<file path="src/rtl/gvr_pkg.sv">
package gvr_pkg;
   localparam int unsigned DW = 32;
   localparam int unsigned AW = 10;
   localparam int unsigned WORD_AW = AW - 2;
   typedef enum logic [1:0] {SEL_NONE, SEL_CTRL, SEL_IDENT, SEL_SCRATCH} sel_e;
endpackage

</file>
<file path="src/rtl/gvr_decode.sv">
module gvr_decode
   import gvr_pkg::*;
#(
   parameter logic [WORD_AW-1:0] CTRL_WORD    = 8'h01,
   parameter logic [WORD_AW-1:0] IDENT_WORD   = 8'h09,
   parameter logic [WORD_AW-1:0] SCRATCH_WORD = 8'h2F
) (
   input  logic [AW-1:0] addr,
   output sel_e          sel
);
   initial begin
      if (CTRL_WORD == IDENT_WORD || CTRL_WORD == SCRATCH_WORD || IDENT_WORD == SCRATCH_WORD)
         $error("gvr_decode: register offsets collide");
   end
   logic [WORD_AW-1:0] word;
   assign word = addr[AW-1:2];
   always_comb begin
      if (word == CTRL_WORD)         sel = SEL_CTRL;
      else if (word == IDENT_WORD)   sel = SEL_IDENT;
      else if (word == SCRATCH_WORD) sel = SEL_SCRATCH;
      else                           sel = SEL_NONE;
   end
endmodule

</file>
<file path="src/rtl/gvr_rwreg.sv">
module gvr_rwreg #(
   parameter int unsigned W = 32,
   parameter logic [W-1:0] RST_VAL = '0,
   parameter logic [W-1:0] WMASK = '1
) (
   input  logic         clk,
   input  logic         rst_n,
   input  logic         we,
   input  logic [W-1:0] wdata,
   output logic [W-1:0] q
);
   initial begin
      if (W < 1) $error("gvr_rwreg: width must be positive");
   end
   for (genvar i = 0; i < W; i++) begin : g_bit
      if (WMASK[i]) begin : g_rw
         always_ff @(posedge clk or negedge rst_n)
            if (!rst_n)  q[i] <= RST_VAL[i];
            else if (we) q[i] <= wdata[i];
      end else begin : g_ro
         assign q[i] = RST_VAL[i];
      end
   end
endmodule

</file>
<file path="src/rtl/gvr_regbank.sv">
module gvr_regbank
   import gvr_pkg::*;
#(
   parameter logic [DW-1:0] CTRL_RESET   = 32'h0000_1300,
   parameter logic [15:0]   CHIP_CODE    = 16'h1701,
   parameter int unsigned   UNLOCK_BIT   = 15,
   parameter logic [AW-1:0] CTRL_OFS     = 10'h004,
   parameter logic [AW-1:0] IDENT_OFS    = 10'h024,
   parameter logic [AW-1:0] SCRATCH_OFS  = 10'h0BC
) (
   input  logic          clk,
   input  logic          rst_n,
   input  logic          psel,
   input  logic          penable,
   input  logic          pwrite,
   input  logic [AW-1:0] paddr,
   input  logic [DW-1:0] pwdata,
   input  logic [3:0]    pstrb,
   output logic [DW-1:0] prdata,
   output logic          perr
);
   localparam logic [DW-1:0] UNLOCK_MASK = DW'(1) << UNLOCK_BIT;
   localparam logic [DW-1:0] ID_VALUE = {CHIP_CODE, 16'h0} | UNLOCK_MASK;

   initial begin
      if (UNLOCK_BIT > 15) $error("gvr_regbank: unlock bit must sit below the code field");
      if (CTRL_OFS[1:0] != 2'b00 || IDENT_OFS[1:0] != 2'b00 || SCRATCH_OFS[1:0] != 2'b00)
         $error("gvr_regbank: offsets must be word aligned");
   end

   sel_e sel;
   gvr_decode #(
      .CTRL_WORD(CTRL_OFS[AW-1:2]), .IDENT_WORD(IDENT_OFS[AW-1:2]),
      .SCRATCH_WORD(SCRATCH_OFS[AW-1:2])
   ) u_dec (.addr(paddr), .sel(sel));

   logic access, full, wr_ok, bad;
   assign access = psel & penable;
   assign full   = (pstrb == 4'b1111);
   assign wr_ok  = access & pwrite & full;
   assign bad    = access & ((sel == SEL_NONE) | (pwrite & ~full));

   logic [DW-1:0] ctrl_q, ident_q, scratch_q;
   gvr_rwreg #(.W(DW), .RST_VAL(CTRL_RESET), .WMASK('1)) u_ctrl (
      .clk(clk), .rst_n(rst_n), .we(wr_ok && sel == SEL_CTRL),
      .wdata(pwdata), .q(ctrl_q));
   gvr_rwreg #(.W(DW), .RST_VAL('0), .WMASK(UNLOCK_MASK)) u_ident (
      .clk(clk), .rst_n(rst_n), .we(wr_ok && sel == SEL_IDENT),
      .wdata(pwdata), .q(ident_q));
   gvr_rwreg #(.W(DW), .RST_VAL('0), .WMASK('1)) u_scratch (
      .clk(clk), .rst_n(rst_n), .we(wr_ok && sel == SEL_SCRATCH),
      .wdata(pwdata), .q(scratch_q));

   logic [DW-1:0] rd_mux;
   always_comb begin
      unique case (sel)
         SEL_CTRL:    rd_mux = ctrl_q;
         SEL_IDENT:   rd_mux = (ident_q[UNLOCK_BIT]) ? ID_VALUE : '0;
         SEL_SCRATCH: rd_mux = scratch_q;
         default:     rd_mux = '0;
      endcase
   end

   always_ff @(posedge clk or negedge rst_n) begin
      if (!rst_n) begin
         prdata <= '0;
         perr   <= 1'b0;
      end else begin
         perr <= bad;
         if (access && !pwrite) prdata <= rd_mux;
      end
   end

   // Identity register keeps only the unlock bit
   p_ident_mask_r3: assert property (@(posedge clk) disable iff (!rst_n)
      (ident_q & ~UNLOCK_MASK) == '0);
   // Refused writes leave the scratch word unchanged
   p_partial_hold_r6: assert property (@(posedge clk) disable iff (!rst_n)
      (access && pwrite && !full) |=> $stable(scratch_q) && $stable(ctrl_q));
   // Error pulses follow unmapped accesses
   p_err_unmapped_r7: assert property (@(posedge clk) disable iff (!rst_n)
      (access && sel == SEL_NONE) |=> perr);
   // Error never raised without an access in the previous cycle
   p_err_cause_r7: assert property (@(posedge clk) disable iff (!rst_n)
      !access |=> !perr);
   // Unmapped reads give zero
   p_unmapped_zero_r5: assert property (@(posedge clk) disable iff (!rst_n)
      (access && !pwrite && sel == SEL_NONE) |=> prdata == '0);
   // Identity read is either zero or the full value
   p_ident_value_r4: assert property (@(posedge clk) disable iff (!rst_n)
      (access && !pwrite && sel == SEL_IDENT) |=> (prdata == '0 || prdata == ID_VALUE));
endmodule

</file>
<file path="config.mk">
export PLATFORM = sky130hd
export DESIGN_NAME = gvr_regbank
export DESIGN_NICKNAME = d
export VERILOG_FILES = /design/src/rtl/gvr_pkg.sv /design/src/rtl/gvr_decode.sv /design/src/rtl/gvr_rwreg.sv /design/src/rtl/gvr_regbank.sv
export SDC_FILE = /design/constraint.sdc
export NUM_CORES = 1
export LEC_CHECK = 0
export BUFFER_PORTS_ARGS = -buffer_cell sky130_fd_sc_hd__buf_4
export CORE_AREA = 2 2 91 93
export DETAILED_ROUTE_END_ITERATION = 6
export DIE_AREA = 0 0 93 95
export PLACE_DENSITY = 0.77
export SETUP_SLACK_MARGIN = 0.5
export SLEW_MARGIN = 15
export SYNTH_ARGS = -nofsm -noshare
export SYNTH_HDL_FRONTEND = slang
export SYNTH_SLANG_ARGS = --single-unit
</file>
<file path="constraint.sdc">
create_clock -name clk -period 0.95 [get_ports clk]
set_input_delay 0.19 -clock clk [delete_from_list [all_inputs] [get_ports clk]]
set_output_delay 0.19 -clock clk [all_outputs]
set_load 0.02 [all_outputs]
</file>
==> results of run 1 <==
cells in the final DEF (no fill, tap or decap), types with 2 or more instances in the layout:
cell type | synthesis | routed
buf_4 | 1 | 71
dfrtp_1 | 95 | 63
buf_6 | 6 | 45
mux2_2 | 35 | 34
nand2_1 | 34 | 33
o21ai_1 | 6 | 33
dfrtp_2 | 0 | 32
mux2_4 | 20 | 23
a22oi_2 | 0 | 18
a22oi_1 | 32 | 14
clkbuf_8 | 0 | 9
buf_12 | 0 | 9
mux2_1 | 10 | 8
inv_1 | 6 | 6
o21ai_2 | 0 | 5
o21bai_4 | 1 | 3
dfstp_2 | 3 | 3
nand3_1 | 3 | 2
nor3_4 | 1 | 2
nand2_2 | 1 | 2
clkinv_4 | 0 | 2
clkinv_2 | 0 | 2
buf_16 | 0 | 2
clkbuf_16 | 0 | 2
worst register-to-register path, delay by kind of cell (launching register included):
kind               cells  cell delay, ps
and+or+nand+nor        1             130
AOI/OAI and AO/OA      3             380
DFF                    1             420
per-stage QoR:
stage,power [uW],cells,hold slack (ps),setup TNS [ps]
detailed placement,4680,503,103,-75240
global placement,4670,503,101,-72780
floorplan,4320,309,-106,-57500
global route,7270,544,-272,-41380
CTS,7050,531,-279,-36090
finish,7040,544,-274,-39120
registers in the layout, indices dropped and copies added, names as in the netlist:
name / flops
perr: 1
prdata: 32
u_ctrl.q: 32
u_ident.q: 1
u_scratch.q: 32
layer usage:
metal | vias to the layer above | GRT usage (%)
li1 | 1361 | -
met1 | 1584 | 29.9
met2 | 103 | 39.8
met3 | 17 | 4.23
met4 | 0 | 9.56
met5 | - | 0
logic make-up after synthesis:
group	count (synthesis)
muxes	65
and+or+nand+nor	49
DFF	98
buffers and inverters	24
AOI/OAI and AO/OA	73
final cells by class:
type | count | area (um^2) | share of cell area (%)
Tap cell | 105 | 131 | 2.23
Clock buffer | 10 | 128 | 2.17
Sequential cell | 98 | 2500 | 42.4
Timing Repair Buffer | 129 | 1330 | 22.5
Inverter | 6 | 22.5 | 0.382
Multi-Input combinational cell | 190 | 1740 | 29.6
Clock inverter | 6 | 43.8 | 0.744
power by group through the flow:
stage          sequential [uW]  clock [uW]  combinational, uW
2_1_floorplan             4260           0               62.3
6_report                  4180        2410                456
3_5_place_dp              4260           0                422
4_1_cts                   4180        2420                448
5_1_grt                   4180        2600                494
3_3_place_gp              4260           0                408
worst min-delay path by stage:
stage	startpoint	to	slack (ps)	cells after the start
final	rst_n	prdata[16]$_DFFE_PN0P_	-270	1
after CTS	rst_n	u_ctrl.q[16]$_DFFE_PN0P_	-280	1
after global routing	rst_n	u_ctrl.q[16]$_DFFE_PN0P_	-270	1
after floorplan	rst_n	perr$_DFF_PN0_	-110	0
after global placement	rst_n	u_ctrl.q[26]$_DFFE_PN0P_	100	1
after detailed placement	rst_n	prdata[16]$_DFFE_PN0P_	100	1
timing repair:
| action | CTS | global route |
|---|---|---|
| hold endpoints to repair | 54 | 14 |
| gates cloned | 5 | 3 |
| gates resized for setup | 75 | 34 |
| pin swaps | 15 | 26 |
| buffers inserted | 7 | 10 |
| endpoints found under the setup margin | 131 | 131 |
==> metrics.csv, run 1 <==
metric,value,unit
run status,finished with violations,
P_sw,1670,uW
Post-synth top cells,"dfrtp_1 (95), mux2_2 (35), nand2_1 (34)",
"worst slack, placed",-905,ps
R2R Path End,prdata[15]$_DFFE_PN0P_,
Starting Density,52.3,%
power share of the combinational group,6.5,%
Hold Slack,-274,ps
PortBufs,81,
Worst Tran Pin Value,381,ps
ranking of synthesized cells by area,"dfrtp_1 (57%), mux2_2 (9.5%), mux2_4 (7.2%), a22oi_1 (5.8%), o21ai_0 (4.0%)",
initial antenna violation count,0,
post-synth top area cell,dfrtp_1,
initial DRC count,128,
final RePlAce weighted congestion,0.831,
Syn. warnings,0,
placed inst area,0.00512,mm^2
simple-gate share of the synthesized area,6.67,%
Finished Cell Area,0.00589,mm^2
row cnt,33,
Syn Inst Count,309,
RSZ-0062 raised after global routing,yes,
Peak Freq,728,MHz
Hold Crit Class,in2async,
Main synth FF type,dfrtp_1,
# H-tree levels,3,
mux contribution to synthesized area,19.5,%
core area,0.00793,mm^2
global-route wire length before repair,15.8,mm
number of flops mapped to enable cells by yosys,0,
Syn Area/Cell,13.4,um^2
Worst path most repeated cell,buf_6,
vias,3065,
flop and latch count out of synthesis,98,
DPL Wire Length,5.92,mm
worst-path cell chain,buf_6 -> or3_4 -> buf_6 -> buf_6 -> nor3_4 -> buf_6 -> clkbuf_16 -> a22oi_1 -> o21ai_1,
sw frac,23.7,%
GRT overflow,0,
reg2reg start,u_ident.q[15]$_DFFE_PN0P_,
die area,0.00884,mm^2
skew final,12.6,ps
share of the synthesized area in the top cell type,57.3,%
register area share after synthesis,59.2,%
CP peak stage delay,400,ps
Max Used Layer,met4,
total CTS buffers,9,
Tcrit/Tclk final,145,%
io pins,84,
async set-reset flop share out of synthesis,100,%
Final Hold Viols,62,
clock tree sinks,98,
WP data arrival,1650,ps
Syn Nets,360,
WS Path Type,in2reg,
Post-Synth Adder-Cell Area,0,%
GRT Util Overall,23.4,%
final setup fails,131,
DR DRC count,0,
largest family of logic cells by synthesized area,multiplexers,
Clock Latency Late Sink,360,ps
Synth Area in XOR/XNOR,0,%
R2R Setup Slk,-80,ps
"antenna viol nets, final",0,
Worst setup EP type,flop,
min Tclk post-route,1370,ps
die extent in x,93,um
Worst setup startpoint,paddr[9],
fillers,525,
startpoint types,input pin,
Finished Core Util,74.3,%
Levels on crit path,9,
max cap viols,0,
most frequent cell after synthesis,dfrtp_1,
Final nets,485,
vias per inst,5.63,
R2R cell count,4,
Top delay family on crit path,buffers and inverters,
WP buf/inv,5,
largest net degree at the start of global routing,33,
failing checks,"negative hold slack, negative setup slack",
pins over their slew limit,0,
CP max stage cell,or3_4,
Post-Syn Area,0.00415,mm^2
Routed met1 length,4.34,mm
clock root buffer,clkbuf_8,
Die H,95,um
CP Capture Point,prdata[2]$_DFFE_PN0P_,
Worst Slack Setup Final,-424,ps
ratio of cells with drive above 1 in the final layout,62.6,%
Compound-Gate Fraction of Synth Area,11.1,%
"CTS clk-pin slew, worst paths",90,ps
number of global-route vias before repair,3183,
Slew HR,74.6,%
routed length per instance,19.3,um
worst-case clock buffer depth,2,
Routed met3 length,477,um
Crit Path Max Fanout,7,
Pleak,0.00280,uW
Int Pwr,5370,uW
Reg power frac,59.3,%
required time worst endpoint,1220,ps
metal2 WL,5.47,mm
"Area growth, synth to finish",42.0,%
PwrDens,1200,mW/mm^2
n_diodes,0,
final wirelength,10.5,mm
iteration count of the initial detailed-routing pass,4,
Clk pwr share,34.2,%
maximum VDD drop,0.897,mV
CTS tree,built,
post-synth cell types,30,
(Power assumes the default switching activity.)
==> inputs of run 2 (changes only) <==
Settings changed: CORE_AREA 2 2 91 93 to 2 2 95 97, DIE_AREA 0 0 93 95 to 0 0 97 99, PLACE_DENSITY 0.77 to 0.72.
==> metrics.csv, run 2 (synthesis gave the netlist of run 1 again) <==
metric,value,unit,change
run status,finished with violations,,unchanged
failing checks,"negative hold slack, negative setup slack",,unchanged
Final nets,492,,was 485
"CTS clk-pin slew, worst paths",90,ps,about the same
min Tclk post-route,1370,ps,about the same
row cnt,34,,was 33
skew final,7.34,ps,was 12.6 ps
R2R Path End,prdata[16]$_DFFE_PN0P_,,was prdata[15]$_DFFE_PN0P_
Worst Slack Setup Final,-419,ps,was -424 ps
largest net degree at the start of global routing,44,,was 33
n_diodes,0,,unchanged
Peak Freq,730,MHz,was 728 MHz
Clock Latency Late Sink,370,ps,was 360 ps
CTS tree,built,,unchanged
maximum VDD drop,0.842,mV,was 0.897 mV
Final Hold Viols,52,,was 62
ratio of cells with drive above 1 in the final layout,66.4,%,was 62.6%
R2R cell count,4,,unchanged
PwrDens,1200,mW/mm^2,about the same
Hold Crit Class,in2async,,unchanged
Die H,99,um,was 95 um
WS Path Type,in2reg,,unchanged
startpoint types,input pin,,unchanged
DPL Wire Length,6.09,mm,was 5.92 mm
Top Registers,"prdata (32), u_ctrl.q (32), u_scratch.q (32)",,unchanged
Worst setup startpoint,paddr[6],,was paddr[9]
GRT overflow,0,,unchanged
final setup fails,131,,unchanged
required time worst endpoint,1200,ps,was 1220 ps
PortBufs,81,,unchanged
vias per inst,5.60,,was 5.63
"antenna viol nets, final",0,,unchanged
post-placement cell count,506,,was 503
R2R Setup Slk,-80,ps,about the same
WP data arrival,1620,ps,was 1650 ps
die extent in x,97,um,was 93 um
# H-tree levels,3,,unchanged
Final Instance Count excl. Fillers,554,,was 544
DR DRC count,0,,unchanged
fillers,569,,was 525
Finished Core Util,71.1,%,was 74.3%
"worst slack, placed",-901,ps,was -905 ps
Crit Path Max Fanout,5,,was 7
CP peak stage delay,400,ps,about the same
vias,3105,,was 3065
"Area growth, synth to finish",46.6,%,was 42.0%
clock tree sinks,98,,unchanged
Worst setup EP type,flop,,unchanged
die area,0.00960,mm^2,was 0.00884 mm^2
Tcrit/Tclk final,144,%,was 145%
Starting Density,48.5,%,was 52.3%
CP max stage cell,or3_4,,unchanged
final RePlAce weighted congestion,0.797,,was 0.831
"commonest non-fill, non-tap cell in the layout",buf_4,,unchanged
GRT Util Overall,22.1,%,was 23.4%
iteration count of the initial detailed-routing pass,4,,unchanged
worst-path cell chain,buf_6 -> or3_4 -> nor3_4 -> nand3b_4 -> clkbuf_16 -> mux2_4,,was buf_6 -> or3_4 -> buf_6 -> buf_6 -> nor3_4 -> buf_6 -> clkbuf_16 -> a22oi_1 -> o21ai_1
most frequent cells in the layout,"buf_4 (75), dfrtp_1 (63), buf_6 (46)",,"was buf_4 (71), dfrtp_1 (63), buf_6 (45)"
initial antenna violation count,0,,unchanged
RSZ-0062 raised after global routing,yes,,unchanged
max cap viols,0,,unchanged
number of global-route vias before repair,3199,,was 3183
Hold Slack,-300,ps,was -274 ps
routed length per instance,20.3,um,was 19.3 um
reg2reg start,u_ident.q[15]$_DFFE_PN0P_,,unchanged
final wirelength,11.3,mm,was 10.5 mm
global-route wire length before repair,16.5,mm,was 15.8 mm
core area,0.00855,mm^2,was 0.00793 mm^2
Worst Tran Pin Value,389,ps,was 381 ps
initial DRC count,98,,was 128
Slew HR,74.0,%,was 74.6%
io pins,84,,unchanged
CP Capture Point,u_ctrl.q[21]$_DFFE_PN0P_,,was prdata[2]$_DFFE_PN0P_
Pleak,0.00288,uW,was 0.00280 uW
total CTS buffers,9,,unchanged
pins over their slew limit,0,,unchanged
worst-case clock buffer depth,2,,unchanged
clock root buffer,clkbuf_8,,unchanged
-- run 2: cell types whose count changed in the layout (fill, tap and decap cells not counted), moves of 2 or more --
cell / before / now
clkinv_2: 2 / 0
a22oi_1: 14 / 6
clkbuf_1: 1 / 4
o21ai_0: 1 / 5
clkbuf_16: 2 / 4
clkinv_4: 2 / 0
o21ai_1: 33 / 28
mux2_4: 23 / 31
buf_4: 71 / 75
a22oi_2: 18 / 26
mux2_1: 8 / 0
-- run 2: metrics by stage --
step	TNS (ps)	area (um^2)	total power [uW]	hold WS, ps
floorplan	-57500	4210	4320	-106
global placement	-72200	5100	4660	87.6
detailed placement	-76050	5100	4670	91.0
CTS	-33600	5750	7330	-300
global route	-42360	6080	7570	-304
finish	-38790	6080	7300	-300
-- run 2: worst max-delay path: cells and delay by family --
family	cells	cell delay, ps
and+or+nand+nor	3	820
muxes	1	310
buffers and inverters	2	300
-- run 2: worst min path at each step --
| stage | end | slack, ps | cells after the start | start |
|---|---|---|---|---|
| finish | u_ctrl.q[26]$_DFFE_PN0P_ | -300 | 1 | rst_n |
| global route | prdata[26]$_DFFE_PN0P_ | -300 | 1 | rst_n |
| CTS | u_ctrl.q[26]$_DFFE_PN0P_ | -300 | 1 | rst_n |
| detailed placement | u_ctrl.q[26]$_DFFE_PN0P_ | 90 | 1 | rst_n |
| global placement | u_ctrl.q[26]$_DFFE_PN0P_ | 90 | 1 | rst_n |
| floorplan | perr$_DFF_PN0_ | -110 | 0 | rst_n |
-- run 2: area by class of cell --
cell class	instances	area (um^2)	share of cell area [%]
clock buffers	14	153	2.51
clock inverters	2	37.5	0.618
inverters	6	22.5	0.371
multi-input cells	190	1820	30.0
flip-flops and latches	98	2500	41.1
well taps	108	135	2.22
repair buffers	136	1410	23.2
-- run 2: metal layers --
layer	global-route usage, %	vias up	wire [um]
met5	0	-	0
met2	36.6	97	5780
met1	28.7	1603	4790
li1	-	1382	-
met4	7.37	0	221
met3	5.39	23	463
-- run 2: report_power, final --
group	switching (uW)	internal [uW]
Clock	1380	1300
Sequential	3.55	4170
Combinational	230	222
-- run 2: what timing repair did --
| item | in CTS | in global routing |
|---|---|---|
| cloned | 5 | 6 |
| endpoints found under the setup margin | 131 | 131 |
| pin swaps | 13 | 29 |
| setup buffers | 11 | 10 |
| resized for setup | 95 | 30 |
| endpoints found under the hold margin | 43 | 36 |
